### src/rtl/gpio_bank_pkg.sv
package gpio_bank_pkg;

  parameter int BANK_COUNT = 4;
  parameter int MODE_W     = 4;

  // pins held by each bank; uneven split is part of the register layout
  function automatic int bankSize(input int b);
    case (b)
      0:       return 2;
      1:       return 4;
      2:       return 4;
      default: return 6;
    endcase
  endfunction

  function automatic int bankBase(input int b);
    int acc = 0;
    for (int i = 0; i < b; i++) acc += bankSize(i);
    return acc;
  endfunction

  localparam int PIN_COUNT = bankBase(BANK_COUNT);

  localparam logic [MODE_W-1:0] MODE_IN     = 4'h0;
  localparam logic [MODE_W-1:0] MODE_IRQ    = 4'h1;
  localparam logic [MODE_W-1:0] MODE_SER_IN = 4'h2;
  localparam logic [MODE_W-1:0] MODE_OUT    = 4'h8;
  localparam logic [MODE_W-1:0] MODE_ALT_A  = 4'h9;
  localparam logic [MODE_W-1:0] MODE_ALT_B  = 4'hA;

  typedef enum logic [1:0] {
    REQ_SET_MODE  = 2'b00,
    REQ_SET_DATA  = 2'b01,
    REQ_GET_LEVEL = 2'b10,
    REQ_GET_MATCH = 2'b11
  } req_kind_e;

  // strobes from control to datapath
  typedef struct packed {
    logic writeMode;
    logic writeData;
    logic readLevel;
    logic readMatch;
    logic reject;
  } ctrl_stb_t;

  // pins on which a mode code may be placed
  function automatic logic [PIN_COUNT-1:0] legalPins(input logic [MODE_W-1:0] m);
    logic [PIN_COUNT-1:0] r;
    r = '0;
    for (int p = 0; p < PIN_COUNT; p++) begin
      case (m)
        MODE_IN, MODE_OUT: r[p] = 1'b1;
        MODE_SER_IN:       r[p] = (p == 4) || (p == 5);
        MODE_ALT_A:        r[p] = (p <= 3);
        MODE_ALT_B:        r[p] = (p <= 1);
        default:           r[p] = 1'b0;
      endcase
    end
    return r;
  endfunction

endpackage

### src/rtl/gpio_ctrl.sv
module gpio_ctrl
  import gpio_bank_pkg::*;
(
  input  logic                  clk,
  input  logic                  rstN,
  input  logic                  reqValid,
  input  logic [1:0]            reqKind,
  input  logic [PIN_COUNT-1:0]  reqMask,
  input  logic [MODE_W-1:0]     reqMode,
  input  logic [PIN_COUNT-1:0]  outMask,
  output ctrl_stb_t             stb,
  output logic                  errPulse
);

  req_kind_e kind;
  logic      modeBad;
  logic      dataBad;

  assign kind    = req_kind_e'(reqKind);
  assign modeBad = |(reqMask & ~legalPins(reqMode));
  assign dataBad = |(reqMask & ~outMask);

  always_comb begin
    stb = '0;
    if (reqValid) begin
      case (kind)
        REQ_SET_MODE: begin
          stb.writeMode = !modeBad;
          stb.reject    = modeBad;
        end
        REQ_SET_DATA: begin
          stb.writeData = !dataBad;
          stb.reject    = dataBad;
        end
        REQ_GET_LEVEL: stb.readLevel = 1'b1;
        default:       stb.readMatch = 1'b1;
      endcase
    end
  end

  always_ff @(posedge clk) begin
    if (!rstN) errPulse <= 1'b0;
    else       errPulse <= stb.reject;
  end

  // an accepted mode write never names a pin outside the legal set
  assert_mode_legal_R4: assert property (@(posedge clk) disable iff (!rstN)
    stb.writeMode |-> ((reqMask & ~legalPins(reqMode)) == '0));

  // an accepted data write names only pins the datapath reports as outputs
  assert_data_outputs_R6: assert property (@(posedge clk) disable iff (!rstN)
    stb.writeData |-> ((reqMask & ~outMask) == '0));

  // a refusal is followed by the error pulse
  assert_err_follows_R10: assert property (@(posedge clk) disable iff (!rstN)
    stb.reject |=> errPulse);

  // an accepted request is followed by a quiet error line
  assert_err_quiet_R10: assert property (@(posedge clk) disable iff (!rstN)
    (stb.writeMode || stb.writeData) |=> !errPulse);

endmodule

### src/rtl/gpio_datapath.sv
module gpio_datapath
  import gpio_bank_pkg::*;
(
  input  logic                  clk,
  input  logic                  rstN,
  input  ctrl_stb_t             stb,
  input  logic [PIN_COUNT-1:0]  reqMask,
  input  logic [PIN_COUNT-1:0]  reqData,
  input  logic [MODE_W-1:0]     reqMode,
  input  logic [PIN_COUNT-1:0]  padIn,
  output logic [PIN_COUNT-1:0]  outMask,
  output logic [PIN_COUNT-1:0]  padOut,
  output logic                  rdValid,
  output logic [PIN_COUNT-1:0]  rdData
);

  logic [PIN_COUNT-1:0][MODE_W-1:0] pinMode;
  logic [PIN_COUNT-1:0]             pinData;
  logic [PIN_COUNT-1:0]             levelVec;
  logic [PIN_COUNT-1:0]             matchVec;

  for (genvar b = 0; b < BANK_COUNT; b++) begin : g_bank
    localparam int SZ   = bankSize(b);
    localparam int BASE = bankBase(b);

    logic [MODE_W*SZ-1:0] cfgReg;
    logic [SZ-1:0]        datReg;

    always_ff @(posedge clk) begin
      if (!rstN) begin
        cfgReg <= '0;
        datReg <= '0;
      end else begin
        for (int i = 0; i < SZ; i++) begin
          if (stb.writeMode && reqMask[BASE+i])
            cfgReg[MODE_W*i +: MODE_W] <= reqMode;
          if (stb.writeData && reqMask[BASE+i])
            datReg[i] <= reqData[BASE+i];
        end
      end
    end

    for (genvar i = 0; i < SZ; i++) begin : g_pin
      assign pinMode[BASE+i] = cfgReg[MODE_W*i +: MODE_W];
      assign pinData[BASE+i] = datReg[i];
    end
  end

  for (genvar p = 0; p < PIN_COUNT; p++) begin : g_view
    assign outMask[p]  = (pinMode[p] == MODE_OUT);
    assign levelVec[p] = outMask[p] ? pinData[p] : padIn[p];
    assign matchVec[p] = (pinMode[p] == reqMode);

    // mode fields move only under an accepted mode write
    assert_mode_hold_R5: assert property (@(posedge clk) disable iff (!rstN)
      !stb.writeMode |=> $stable(pinMode[p]));

    // a masked pin takes the requested code
    assert_mode_load_R7: assert property (@(posedge clk) disable iff (!rstN)
      (stb.writeMode && reqMask[p]) |=> (pinMode[p] == $past(reqMode)));

    // output bits move only under an accepted data write
    assert_data_hold_R6: assert property (@(posedge clk) disable iff (!rstN)
      !stb.writeData |=> $stable(pinData[p]));
  end

  assign padOut = pinData;

  always_ff @(posedge clk) begin
    if (!rstN) begin
      rdValid <= 1'b0;
      rdData  <= '0;
    end else begin
      rdValid <= stb.readLevel || stb.readMatch;
      if (stb.readLevel)      rdData <= levelVec;
      else if (stb.readMatch) rdData <= matchVec;
    end
  end

  // every read request is answered on the next cycle
  assert_read_answer_R8: assert property (@(posedge clk) disable iff (!rstN)
    (stb.readLevel || stb.readMatch) |=> rdValid);

endmodule

### src/rtl/banked_gpio_ctrl.sv
module banked_gpio_ctrl
  import gpio_bank_pkg::*;
(
  input  logic                  clk,
  input  logic                  rstN,
  input  logic                  reqValid,
  input  logic [1:0]            reqKind,
  input  logic [PIN_COUNT-1:0]  reqMask,
  input  logic [PIN_COUNT-1:0]  reqData,
  input  logic [MODE_W-1:0]     reqMode,
  input  logic [PIN_COUNT-1:0]  padIn,
  output logic [PIN_COUNT-1:0]  padOut,
  output logic [PIN_COUNT-1:0]  padOe,
  output logic                  rdValid,
  output logic [PIN_COUNT-1:0]  rdData,
  output logic                  errPulse
);

  ctrl_stb_t            stb;
  logic [PIN_COUNT-1:0] outMask;

  gpio_ctrl u_ctrl (
    .clk      (clk),
    .rstN     (rstN),
    .reqValid (reqValid),
    .reqKind  (reqKind),
    .reqMask  (reqMask),
    .reqMode  (reqMode),
    .outMask  (outMask),
    .stb      (stb),
    .errPulse (errPulse)
  );

  gpio_datapath u_dp (
    .clk     (clk),
    .rstN    (rstN),
    .stb     (stb),
    .reqMask (reqMask),
    .reqData (reqData),
    .reqMode (reqMode),
    .padIn   (padIn),
    .outMask (outMask),
    .padOut  (padOut),
    .rdValid (rdValid),
    .rdData  (rdData)
  );

  assign padOe = outMask;

endmodule

### config.mk
export PLATFORM = sky130hd
export DESIGN_NAME = banked_gpio_ctrl
export DESIGN_NICKNAME = d
export VERILOG_FILES = /design/src/rtl/gpio_bank_pkg.sv /design/src/rtl/gpio_ctrl.sv /design/src/rtl/gpio_datapath.sv /design/src/rtl/banked_gpio_ctrl.sv
export SDC_FILE = /design/constraint.sdc
export NUM_CORES = 1
export LEC_CHECK = 0
export BUFFER_PORTS_ARGS = -buffer_cell sky130_fd_sc_hd__buf_4
export CORE_UTILIZATION = 50
export CTS_CLUSTER_SIZE = 28
export DETAILED_ROUTE_END_ITERATION = 7
export GPL_ROUTABILITY_DRIVEN = 0
export GPL_TIMING_DRIVEN = 0
export PLACE_DENSITY_LB_ADDON = 0.15
export SYNTH_ARGS = -nofsm -noshare
export SYNTH_HDL_FRONTEND = slang
export SYNTH_HIERARCHICAL = 1
export SYNTH_SLANG_ARGS = --single-unit
### constraint.sdc
create_clock -name clk -period 2.9 [get_ports clk]
set_input_delay 0.145 -clock clk [delete_from_list [all_inputs] [get_ports clk]]
set_output_delay 0.145 -clock clk [all_outputs]
set_load 0.02 [all_outputs]
# [After elaboration in Yosys (flattened, before gate mapping)]
# Cells that the tools add are included.
[op_classes] reduce_logical=46 eq_ne=38 n_mux=28 bitwise=4
[ops] op="$eq 4x4->1 const B" n=19
[ops] op="$eq 4x4->1" n=16
[ops] op="$and 16x16->16" n=2
[ops] op="$logic_and 1x1->1" n=32
[ops] op="$mux 16" n=2
[ops] op="$not 16->16" n=2
[ops] op="$reduce_or 16->1" n=2
[ops] op="$mux 1" n=24
[ops] op="$reduce_or 3->1" n=3
[ops] op="$mux 5" n=1
[ops] op="$eq 4x2->1 const B" n=1
[ops] op="$logic_not 4->1" n=1
[ops] op="$reduce_or 4->1" n=1
[ops] op="$eq 2x1->1 const B" n=1
[ops] op="$eq 2x2->1 const B" n=1
[ops] op="$logic_not 1->1" n=2
[ops] op="$logic_not 2->1" n=1
[ops] op="$pmux 1 s2" n=1
[ops] op="$reduce_and 2->1" n=1
[ops] op="$reduce_bool 2->1" n=1
[ops] op="$reduce_or 2->1" n=1
[ops] op="$logic_or 1x1->1" n=1
[word_totals] ff_bits=98

# [Depth between registers and ports, before layout]
[depth] word_depth=11 ltp_mapped=10

# [Cells and area by module]
# Netlist, hierarchy kept.
[modules_own_cells] module="gpio_datapath" area_each_um2=4987.3 cells_each=610 instances=1 seq_area_each_um2=1941.9
[modules_own_cells] module="gpio_ctrl" area_each_um2=316.6 cells_each=48 instances=1 seq_area_each_um2=20.0

# [Worst setup path before layout]
# No wires, ideal clock.
[synth_timing] path_kind="reg-to-reg" from="register u_dp.g_bank[2].cfgReg[1]" to="register u_dp.g_bank[0].datReg[0]" required_time_ns=2.783 path_slack_ns=0.090 path_stages_with_launch=11 n_path_buf=1 arrival_time_ns=2.693 path_cell_list="dfxtp_1 -> nor4b_2 -> nor2b_4 -> a2111oi_4 -> o2111ai_1 -> nor4_2 -> nor2b_1 -> clkbuf_1 -> nand2_1 -> nand2_1 -> a21boi_1"
[synth_lines] item="from (decl)" line_no="gpio_datapath.sv:26" source="logic [MODE_W*SZ-1:0] cfgReg;"
[synth_lines] item="from (signal, indexed assignment)" line_no="gpio_datapath.sv:36" source="cfgReg[MODE_W*i +: MODE_W] <= reqMode;"
[synth_lines] item="to (signal, indexed assignment)" line_no="gpio_datapath.sv:38" source="datReg[i] <= reqData[BASE+i];"
[synth_lines] item="to (decl)" line_no="gpio_datapath.sv:27" source="logic [SZ-1:0] datReg;"

==> results.txt <==
status: complete, no violations
largest net degree at the start of global routing: 15
Leak Pwr: 2.39 nW
share of cells above drive strength 1: 22.4%
Max Slew Vio Count: 0
synthesized area: 5300 um2
Placed Cells: 899
commonest non-fill, non-tap cell in the layout: nand2_1
gr usage total: 31.9%
Worst Hold Class: input port to flip-flop
final hold slack: 0.0186 ns
first-pass GRT wire length: 26700 um
max-cap viol count: 0
Slew headroom: 50.6%
Area growth, synth to finish: 23.8%
H-tree levels: 3
dpl hpwl: 12100 um
num rows: 37
pre-CTS WS: -0.586 ns
final worst path period need: 2.73 ns
CTS tree: yes
initial antenna violation count: 0
Initial Utilization: 51.6%
Setup CP Type: flip-flop to flip-flop
Post-Synthesis Net Count: 714
Routed WL: 17200 um
worst-path maximum fanout: 10
final period utilization: 94.1%
via count: 5269
most frequent cells in the layout: nand2_1, buf_4, dfxtp_1
Final ANT Viol Nets: 0
slew at the pin with the worst max-slew slack: 0.741 ns
fillcell total: 924
Final Non-Filler Cells: 918
Final Util: 63.8%
Pwr Total: 2.72 mW
grt ovf: 0
Final #Nets: 834
area of the core: 10300 um2
Mapped Cells: 657
crit path DAT: 2.99 ns
Die W: 105 um
CTS buffer count: 9
CP Capture Type: flip-flop
clock sink count: 98
# setup viols final: 0
drt wl/cell: 18.7 um
RSZ-0062 raised after global routing: false
startpoint types: flip-flop
Port Buffer Count: 106
Placed Instance Area: 6260 um2
worst skew pair latency: 0.38 ns
Worst-path clk slew: 0.09 ns
Ant. Diodes: 0
Reg2Reg Launch Point: u_dp/g_bank[3].cfgReg[20]
Synth Warn #: 6
root buf cell: clkbuf_8
maximum vdd drop: 0.289 mV
Initial DRC Count: 433
CP startpoint: u_dp/g_bank[3].cfgReg[20]
PwrDens: 414 nW/um2
Die Ht: 105 um
via/cell ratio: 5.74
Req. time, crit path: 3.16 ns
I/O Pins: 107
final worst slack: 0.172 ns
vias in the first global route: 4991
DR pass1 iterations: 5
# DRC: 0
Max clock buf depth: 2
Max Freq: 367 MHz
min-delay src: reqData[15]
final hold violations: 0
syn_area_per_cell: 8.07 um2
Setup Skew: 0.0108 ns
die area: 11000 um2
Setup TNS: 0 ns
fin area: 6560 um2
[state kept, by name, summed over array words and instances, names as in the netlist]
signal	count
u_ctrl/errPulse	1
u_dp/g_bank.cfgReg	64
u_dp/rdData	16
u_dp/g_bank.datReg	16
u_dp/rdValid	1
[path summary, 6_finish.rpt]
| kind | to | slack (ns) | cells past startpoint |
|---|---|---|---|
| max | u_dp/g_bank[1].datReg[3] | 0.17 | 10 |
| min | u_dp/g_bank[3].datReg[5] | 0.02 | 3 |
| max reg2reg | u_dp/g_bank[1].datReg[3] | 0.17 | 10 |
| min reg2reg | u_dp/g_bank[3].datReg[3] | 0.48 | 2 |
[critical path: stages (launching register included)]
cell and delay, ns:
dfxtp_1 0.37, nor4b_4 0.46, nor2b_1 0.13, a2111oi_4 0.23
o2111ai_1 0.19, nor4_2 0.39, nor2b_4 0.30, clkbuf_4 0.31
nand2_1 0.08, nand2_1 0.07, a21boi_1 0.06
[layout make-up]
type                       instances  area, um2  share of cell area (%)
inverter                          11       41.3                   0.630
sequential                        98       1960                    29.9
multi-input combinational        501       3090                    47.1
buffer                            47        262                    3.99
timing repair buffer             109        818                    12.5
tap                              136        170                    2.59
clock inverter                     1       30.0                   0.458
clock buffer                      15        186                    2.84
[power breakdown]
group / switching (mW) / internal (mW) / leakage [nW]
Clock: 0.466 / 0.495 / 0.110
Sequential: 0.00927 / 1.36 / 0.792
Combinational: 0.222 / 0.160 / 1.49
Total: 0.698 / 2.02 / 2.39
[repair_timing]
item	in CTS	in global routing
pin swaps	0	1
setup buffers	0	3
resized for setup	8	5
endpoints found under the setup margin	16	16
hold buffers	0	0
[routing by layer]
layer,GRT usage (%),part of all wire (%)
met1,42.3,42
met2,50.0,46
met3,5.43,9.1
met4,15.8,2.9
met5,0,0
Note: power is estimated with default switching activity, not from simulation.
